[config.mk]
export PLATFORM = sky130hd
export DESIGN_NAME = mmul_unit
export DESIGN_NICKNAME = d
export VERILOG_FILES = /design/src/rtl/mmul_pkg.sv /design/src/rtl/mmul_operand_stage.sv /design/src/rtl/mmul_core.sv /design/src/rtl/mmul_result_stage.sv /design/src/rtl/mmul_unit.sv
export SDC_FILE = /design/constraint.sdc
export NUM_CORES = 1
export LEC_CHECK = 0
export BUFFER_PORTS_ARGS = -buffer_cell sky130_fd_sc_hd__buf_2
export CELL_PAD_IN_SITES_DETAIL_PLACEMENT = 2
export CELL_PAD_IN_SITES_GLOBAL_PLACEMENT = 2
export CORE_ASPECT_RATIO = 1.75
export CORE_MARGIN = 4
export CORE_UTILIZATION = 34
export CTS_BUF_LIST = sky130_fd_sc_hd__clkbuf_16
export CTS_CLUSTER_SIZE = 16
export DETAILED_ROUTE_END_ITERATION = 7
export PLACE_DENSITY = 0.88
export SLEW_MARGIN = 20
export SYNTH_ARGS = -nofsm -noshare
export SYNTH_HDL_FRONTEND = slang
export SYNTH_SLANG_ARGS = --single-unit
[constraint.sdc]
create_clock -name clk -period 4.6 [get_ports clk]
set_input_delay 0.92 -clock clk [delete_from_list [all_inputs] [get_ports clk]]
set_output_delay 0.92 -clock clk [all_outputs]
set_load 0.01 [all_outputs]
[src/rtl/mmul_pkg.sv]
package mmul_pkg;

   typedef enum logic [2:0] {
      MM_UU      = 3'd0,
      MM_SS      = 3'd1,
      MM_SU      = 3'd2,
      MM_SU_ALT  = 3'd3,
      MM_FUU     = 3'd4,
      MM_FSS     = 3'd5,
      MM_FSU     = 3'd6,
      MM_FSU_ALT = 3'd7
   } mm_mode_e;

   // first operand is signed in every mode whose low bits are nonzero
   function automatic logic mm_a_signed(input logic [2:0] m);
      return m[1] | m[0];
   endfunction

   // second operand is signed only in the plain signed code
   function automatic logic mm_b_signed(input logic [2:0] m);
      return m[0] & ~m[1];
   endfunction

   function automatic logic mm_is_frac(input logic [2:0] m);
      return m[2];
   endfunction

endpackage

[src/rtl/mmul_operand_stage.sv]
module mmul_operand_stage
   import mmul_pkg::*;
#(
   parameter int W = 8
) (
   input  logic         clk,
   input  logic         rst_n,
   input  logic         start,
   input  logic [2:0]   mode,
   input  logic [W-1:0] a,
   input  logic [W-1:0] b,
   output logic         v1,
   output logic         frac1,
   output logic [W:0]   xa,
   output logic [W:0]   xb
);

   logic [W:0] xa_n;
   logic [W:0] xb_n;

   // one extra bit turns every reading into a single signed form
   always_comb begin
      xa_n = {mm_a_signed(mode) & a[W-1], a};
      xb_n = {mm_b_signed(mode) & b[W-1], b};
   end

   always_ff @(posedge clk) begin
      if (!rst_n) begin
         v1    <= 1'b0;
         frac1 <= 1'b0;
         xa    <= '0;
         xb    <= '0;
      end else begin
         v1 <= start;
         if (start) begin
            frac1 <= mm_is_frac(mode);
            xa    <= xa_n;
            xb    <= xb_n;
         end
      end
   end

endmodule

[src/rtl/mmul_core.sv]
module mmul_core #(
   parameter int W         = 8,
   parameter bit USE_ARRAY = 1'b1
) (
   input  logic [W:0]     xa,
   input  logic [W:0]     xb,
   output logic [2*W-1:0] raw
);

   localparam int PW = 2 * W;

   // operand a sign-extended to the product width; wrap modulo 2^PW is exact
   logic [PW-1:0] ea;
   assign ea = {{(PW-W-1){xa[W]}}, xa};

   if (USE_ARRAY) begin : g_array
      logic [PW-1:0] acc [W+2];
      assign acc[0] = '0;
      for (genvar i = 0; i <= W; i++) begin : g_row
         logic [PW-1:0] pp;
         assign pp = xb[i] ? (ea << i) : '0;
         if (i == W) begin : g_neg
            // top bit of the extended operand carries negative weight
            assign acc[i+1] = acc[i] - pp;
         end else begin : g_pos
            assign acc[i+1] = acc[i] + pp;
         end
      end
      assign raw = acc[W+1];
   end else begin : g_operator
      logic [PW-1:0] eb;
      assign eb  = {{(PW-W-1){xb[W]}}, xb};
      assign raw = ea * eb;
   end

endmodule

[src/rtl/mmul_result_stage.sv]
module mmul_result_stage #(
   parameter int W = 8
) (
   input  logic           clk,
   input  logic           rst_n,
   input  logic           v1,
   input  logic           frac1,
   input  logic [2*W-1:0] raw,
   output logic [2*W-1:0] result,
   output logic           z,
   output logic           c,
   output logic           done
);

   localparam int PW = 2 * W;

   logic [PW-1:0] res_n;
   logic          z_n;
   logic          c_n;

   always_comb begin
      c_n   = raw[PW-1];
      res_n = frac1 ? {raw[PW-2:0], 1'b0} : raw;
      z_n   = ~|res_n;
   end

   always_ff @(posedge clk) begin
      if (!rst_n) begin
         result <= '0;
         z      <= 1'b0;
         c      <= 1'b0;
         done   <= 1'b0;
      end else begin
         done <= v1;
         if (v1) begin
            result <= res_n;
            z      <= z_n;
            c      <= c_n;
         end
      end
   end

endmodule

[src/rtl/mmul_unit.sv]
module mmul_unit #(
   parameter int W         = 8,
   parameter bit USE_ARRAY = 1'b1
) (
   input  logic           clk,
   input  logic           rst_n,
   input  logic           start,
   input  logic [2:0]     mode,
   input  logic [W-1:0]   a,
   input  logic [W-1:0]   b,
   output logic [2*W-1:0] result,
   output logic           z,
   output logic           c,
   output logic           done
);

   if (W < 2) begin : g_w_check
      $error("mmul_unit: W must be at least 2");
   end

   logic         v1;
   logic         frac1;
   logic [W:0]   xa;
   logic [W:0]   xb;
   logic [2*W-1:0] raw;

   mmul_operand_stage #(.W(W)) u_opnd (
      .clk   (clk),
      .rst_n (rst_n),
      .start (start),
      .mode  (mode),
      .a     (a),
      .b     (b),
      .v1    (v1),
      .frac1 (frac1),
      .xa    (xa),
      .xb    (xb)
   );

   mmul_core #(.W(W), .USE_ARRAY(USE_ARRAY)) u_core (
      .xa  (xa),
      .xb  (xb),
      .raw (raw)
   );

   mmul_result_stage #(.W(W)) u_res (
      .clk    (clk),
      .rst_n  (rst_n),
      .v1     (v1),
      .frac1  (frac1),
      .raw    (raw),
      .result (result),
      .z      (z),
      .c      (c),
      .done   (done)
   );

endmodule

==> summary.md, run 1 <==
| Metric | Value |
|---|---|
| WS Path Type | `flop to flop` |
| Setup TNS | `-1.78 ns` |
| Placed Instances | `731` |
| Grt ovf | `0` |
| Violated checks | `setup timing` |
| Final worst slack | `-0.412 ns` |
| First-pass GRT wire length | `30.2 mm` |
| Total power | `0.00242 W` |
| Post-synth top area share | `0.288` |
| Async S/R FF share, synth | `0` |
| Slew headroom | `0.252` |
| Hold Fails Final Rpt | `0` |
| #FFs+latches synth | `39` |
| Hold Crit Class | `flop to flop` |
| Synthesis Warnings | `0` |
| Clock Sinks | `39` |
| Max VDD drop | `roughly 0.18 mV` |
| Pwr Density | `412 mW/mm^2` |
| Hold Path Depth | `2` |
| Vias per inst | `5.60` |
| Remaining DRCs | `0` |
| TritonRoute pass-1 iters | `4` |
| Fillers | `1358` |
| Initial antenna violation count | `0` |
| Max Slew Vio Count | `0` |
| Clock buffer count from CTS | `5` |
| Post-synthesis sequential area ratio | `0.178` |
| Cell count after synthesis | `about 490` |
| Routed wire length per instance | `between 30 and 40 microns` |
| Root buffer cell | `clkbuf_16` |
| Die area | `around 0.015 sq mm` |
| Routed vias | `roughly 4.2k` |
| CTS H-Tree Depth | `2` |
| Rows | `between 50 and 60` |
| R2R Path End | `u_res.result[15]` |
| Lkg Pwr | `2.71 nW` |
| Post-Syn Area | `about 0.0044 sq mm` |
| CP Launch Type | `flop` |
| Floorplan die width | `around 94 microns` |
| Pre-CTS WS | `-0.459 ns` |
| Number of global-route vias before repair | `between 5k and 6k` |
| Worst endpoint required time | `approximately 4.8 ns` |
| Cell variety after synth | `52` |
| Reg clk slew, reported paths | `about 0.07 ns` |
| Post-route design area | `slightly below 0.006 sq mm` |
| Largest net degree at the start of global routing | `35` |
| Worst-path maximum fanout | `6` |
| Clock tree from TritonCTS | `done` |
| EDFF count, synth | `0` |
| Max-cap violations | `0` |
| Routability cong. | `0.929` |
| Die height | `approximately 160 microns` |
| Nets | `700` |
| Final setup violation count | `8` |
| Primary FF master, synth | `dfxtp_1` |
| Fin crit share | `1.09` |
| Ant. Diodes | `0` |
| Period minus WS final | `about 5 ns` |
| Final non-filler cell total | `between 700 and 800` |
| Share of cells above drive strength 1 | `0.375` |
| Clk_lat worst skew | `0.30 ns` |
| Peak Freq | `roughly 200 MHz` |
| WHS Endpoint | `u_res.result[0]` |
| Final ANT Viol Nets | `0` |
| Core area | `roughly 0.013 sq mm` |
| DP HPWL | `about 14 mm` |
| Max Root-Sink Buffers | `2` |
| Outcome | `complete, but fails checks` |
| WL final | `23.2 mm` |
| Iteration-0 DRC Markers | `between 150 and 200` |
| GRT Overall Usage | `0.279` |
| Hold path startpoint | `u_res.result[0]` |
| Initial core utilization | `0.348` |
| RSZ-0062 raised after global routing | `yes` |
| Arr. time, crit path | `approximately 5.2 ns` |
| Syn Area/Cell | `8.91 sq um` |
| Critical Path Sink Type | `flop` |
| Launch point of the worst reg-to-reg path | `u_opnd.xb[3]` |
| Dpl cell area | `0.00511 sq mm` |
| IO Pins | `between 40 and 50` |
| R2R Setup Slk | `-0.41 ns` |
| Cell depth of the worst flop-to-flop path | `17` |
| Clock skew | `0.00850 ns` |
| Most frequent cell after synthesis | `inv_1` |
| Synth top cells by count | `inv_1 (78), fa_1 (63), nand2_1 (53)` |
| Top cells by area, synth | `fa_1 (29%), dfxtp_1 (18%), ha_1 (7.7%), inv_1 (6.7%), mux2i_1 (5.0%)` |
| Worst-Margin Slew | `1.12 ns` |
| Buffers on Ports | `40` |
| Area leader, netlist | `fa_1` |
| Hold Buf Count CTS | `0` |
| Syn-to-layout area delta | `34.1%` |
| Syn Nets | `roughly 600` |
[flip-flops by register name, indices dropped and copies added, names as in the netlist]
signal / cells
u_res.result: 16
u_res.z: 1
u_res.c: 1
u_opnd.xa: 9
u_opnd.frac1: 1
u_opnd.v1: 1
u_res.done: 1
u_opnd.xb: 9
[metal layers]
metal | global-route usage | vias to the layer above | share of wire | routed length [microns]
li1 | - | 1741 | - | -
met1 | 0.247 | 2173 | 0.31 | 7230
met2 | 0.543 | 202 | 0.57 | 13200
met3 | 0.0461 | 123 | 0.037 | 863
met4 | 0.207 | 0 | 0.085 | 1980
met5 | 0 | - | 0 | 0
[cell families after synthesis]
| group | Yosys count | share of synthesized area |
|---|---|---|
| buffers and inverters | 107 | 0.0949 |
| AOI/OAI and AO/OA | 58 | 0.0986 |
| adders and majority gates | 90 | 0.365 |
| and+or+nand+nor | 155 | 0.166 |
| muxes | 25 | 0.0595 |
| DFF | 39 | 0.178 |
| xor gates and xnor gates | 17 | 0.0375 |
[placed cells by master (no fill, tap or decap), types with 6 or more instances in the layout]
master    synthesis  routed
inv_1            78      73
buf_4             0      66
fa_1             63      56
nand2_1          53      46
buf_2             3      40
nor2_1           42      38
and2_1           35      28
dfxtp_1          39      22
mux2i_1          22      21
ha_1             27      18
dfxtp_4           0      14
buf_6             0       9
a211oi_1         11       8
inv_2             0       7
nand2_2           0       7
and2_4            0       7
xnor2_1           8       7
fa_2              0       7
ha_4              0       7
o21ai_1           5       6
nor3_1            9       6
[power breakdown]
group / switching, W / leakage [nW] / internal, W
clock: 0.000157 / 0.0762 / 0.000197
sequential: 0.0000370 / 0.332 / 0.000363
combinational: 0.000932 / 2.30 / 0.000732
total: 0.00113 / 2.71 / 0.00129
[per-stage QoR]
stage          hold slack, ns   util
3_3_place_gp            0.444  0.407
2_1_floorplan           0.476      -
5_1_grt                 0.545  0.467
4_1_cts                 0.481  0.448
3_5_place_dp            0.475  0.407
6_report                0.525  0.467
[timing repair]
action | in CTS | in global routing
pin swaps | 38 | 26
endpoints found under the setup margin | 10 | 10
endpoints found under the hold margin | 0 | 0
cloned | 0 | 0
setup buffers | 10 | 11
gates resized for setup | 83 | 44
[worst max path at each step]
stage / startpoint / to / slack, ns
final: u_opnd.xb[3] / u_res.result[15] / -0.41
after global routing: u_opnd.xa[0] / u_res.z / -0.50
after CTS: u_opnd.xb[3] / u_res.z / -0.26
after detailed placement: u_opnd.xb[3] / u_res.z / -0.46
after global placement: u_opnd.xa[8] / u_res.z / -0.11
after floorplan: u_opnd.xa[1] / u_res.result[15] / 0.05
[worst max-delay path, stage by stage (launching register included)]
cell and delay (ns):
dfxtp_4 0.36, buf_6 0.13, and2_4 0.14, fa_2 0.57
fa_2 0.48, fa_2 0.60, inv_2 0.05, fa_1 0.53
inv_2 0.06, ha_4 0.18, or2_1 0.29, o221ai_2 0.22
a21oi_2 0.11, buf_6 0.15, o41ai_4 0.42, xnor2_1 0.15
mux2_4 0.28, o21ba_1 0.17
[final cells by class]
class                      count  area [sq um]  share of cell area
multi-input combinational    345          3560               0.607
sequential                    39           837               0.143
clock inverter                 3          12.5             0.00213
clock buffer                   5           125              0.0213
inverter                      81           304              0.0518
timing repair buffer         116           817               0.139
tap                          168           210              0.0358
Note: power is estimated with default switching activity, not from simulation.
==> run 2, diff against run 1 <==
CORE_MARGIN = not set   (was 4)
==> summary.md, run 2 (same netlist as run 1, synthesis figures left out) <==
| Metric | Value |
|---|---|
| Worst-Margin Slew | `approximately 1.1 ns` |
| Routed vias | `4310` |
| RSZ-0062 raised after global routing | `yes` |
| Util after Layout | `0.477` |
| GRT Overall Usage | `0.358` |
| Die area | `around 0.013 sq mm` |
| DP HPWL | `14.4 mm` |
| Initial core utilization | `0.350` |
| Floorplan die width | `87.8 microns` |
| Peak Freq | `between 150 and 200 MHz` |
| Total net switching power | `between 0.001 and 0.0015 W` |
| Setup TNS | `-2.68 ns` |
| Dpl cell area | `around 0.0051 sq mm` |
| Final setup violation count | `10` |
| Violated checks | `setup timing` |
| Max VDD drop | `around 0.17 mV` |
| Buffers on Ports | `40` |
| Critical Path Sink Type | `flop` |
| Reg clk slew, reported paths | `roughly 0.070 ns` |
| Clock Sinks | `39` |
| Comb pwr share | `0.700` |
| Area of the multi-input gates | `0.00362 sq mm` |
| TritonRoute pass-1 iters | `4` |
| Sequential power share | `0.158` |
| Commonest non-fill, non-tap cell in the layout | `inv_1` |
| Arr. time, crit path | `5.41 ns` |
| Hold WS | `about 0.5 ns` |
| Root buffer cell | `clkbuf_16` |
| Routed wire length per instance | `32.9 microns` |
| Number of global-route vias before repair | `~5.1k` |
| Clk_lat worst skew | `about 0.31 ns` |
| Clock buffer count from CTS | `5` |
| Clock skew | `between 0.01 and 0.015 ns` |
| Worst endpoint required time | `4.77 ns` |
| WS Path Type | `flop to flop` |
| Fillers | `about 1.3k` |
| Most frequent cells in the layout | `inv_1 (66), buf_4 (61), fa_1 (53)` |
| First-pass GRT wire length | `roughly 33 mm` |
| Max FFs per register | `16` |
| Routability cong. | `0.846` |
| Die height | `about 150 microns` |
| Outcome | `complete, but fails checks` |
| Grt ovf | `0` |
| Share of cells above drive strength 1 | `0.393` |
| Core area | `about 0.012 sq mm` |
| Net Sw Frac | `0.478` |
| Fin crit share | `1.14` |
| Post-route design area | `about 0.006 sq mm` |
| Sequential cell area | `832 sq um` |
| Rows | `54` |
| IO Pins | `41` |
| Nets | `701` |
| R2R Setup Slk | `-0.64 ns` |
| Hold Crit Class | `flop to flop` |
| Final worst slack | `-0.642 ns` |
| Slew headroom | `0.230` |
| Largest reg by FF count | `u_res.result` |
| Largest net degree at the start of global routing | `35` |
| Total power | `0.00256 W` |
| Iteration-0 DRC Markers | `about 220` |
| Period minus WS final | `5.24 ns` |
| Remaining DRCs | `0` |
| Clock tree from TritonCTS | `done` |
| Pwr Density | `between 400 and 500 mW/mm^2` |
| CP Launch Type | `flop` |
| Hold Fails Final Rpt | `0` |
| Worst-path maximum fanout | `4` |
| Clock power share | `0.142` |
| Max Slew Vio Count | `0` |
| WL final | `25.0 mm` |
| Internal Power | `approximately 0.0013 W` |
| Syn-to-layout area delta | `36.2%` |
| Final ANT Viol Nets | `0` |
| Vias per inst | `about 5.7` |
| Max Root-Sink Buffers | `2` |
| Biggest regs | `u_res.result: 16 flops, u_opnd.xa: 9 flops, u_opnd.xb: 9 flops` |
| Max-cap violations | `0` |
| Initial antenna violation count | `1` |
| CTS H-Tree Depth | `2` |
| Lkg Pwr | `approximately 2.7 nW` |
run 2: cell count changes in the layout (fill, tap and decap cells not counted), moves of 4 or more:
cell | previous run | this run
buf_4 | 66 | 61
o21ai_1 | 6 | 2
inv_2 | 7 | 13
nand2_2 | 7 | 0
inv_1 | 73 | 66
buf_6 | 9 | 15
nand2_1 | 46 | 51
run 2: timing repair:
action,CTS,global route
hold buffers,0,0
resized for setup,86,61
setup buffers,17,10
hold endpoints to repair,0,0
setup endpoints to repair,10,10
pin swaps,51,38
run 2: path summary, 6_finish.rpt:
path,start,end,cells after the start
hold / removal,u_res.result[0],u_res.result[0],2
setup reg to reg,u_opnd.xb[0],u_res.z,18
setup / recovery,u_opnd.xb[0],u_res.z,18
hold reg to reg,u_res.result[0],u_res.result[0],2
run 2: critical path, cell delays in order, from the launching register on:
cell,delay [ns]
dfxtp_2,0.34
buf_6,0.13
nand2_4,0.07
buf_6,0.11
inv_2,0.04
fa_1,0.57
fa_2,0.51
fa_1,0.56
inv_2,0.05
fa_1,0.55
inv_2,0.06
ha_4,0.27
buf_6,0.13
nor3_1,0.29
o21ai_0,0.28
o311a_2,0.26
a2111oi_4,0.34
o2111ai_1,0.16
o21ai_1,0.35
run 2: per-layer routing:
metal	global-route usage	share of wire	wire length (microns)
met1	0.313	0.30	7520
met2	0.652	0.53	13300
met3	0.0728	0.052	1300
met4	0.316	0.11	2830
met5	0	0	0
run 2: metrics by stage:
step,setup WS [ns],instances
2_1_floorplan,0.0457,491
4_1_cts,-0.105,749
6_report,-0.642,759
3_3_place_gp,-0.118,726
5_1_grt,-0.724,758
3_5_place_dp,-0.541,726
run 2: power by group through the flow:
stage	logic [W]	clock network, W	registers, W
4_1_cts	0.00134	0.000355	0.000398
6_report	0.00180	0.000363	0.000405
2_1_floorplan	0.000652	0	0.000391
3_5_place_dp	0.00110	0	0.000409
5_1_grt	0.00186	0.000374	0.000408
3_3_place_gp	0.000958	0	0.000404
run 2: area by class of cell:
cell class                      instances  share of cell area
Multi-Input combinational cell        345               0.608
Timing Repair Buffer                  117               0.142
Sequential cell                        39               0.140
Inverter                               81              0.0510
Tap cell                              168              0.0353
Clock buffer                            5              0.0210
Clock inverter                          3             0.00273
Antenna cell                            1            0.000420
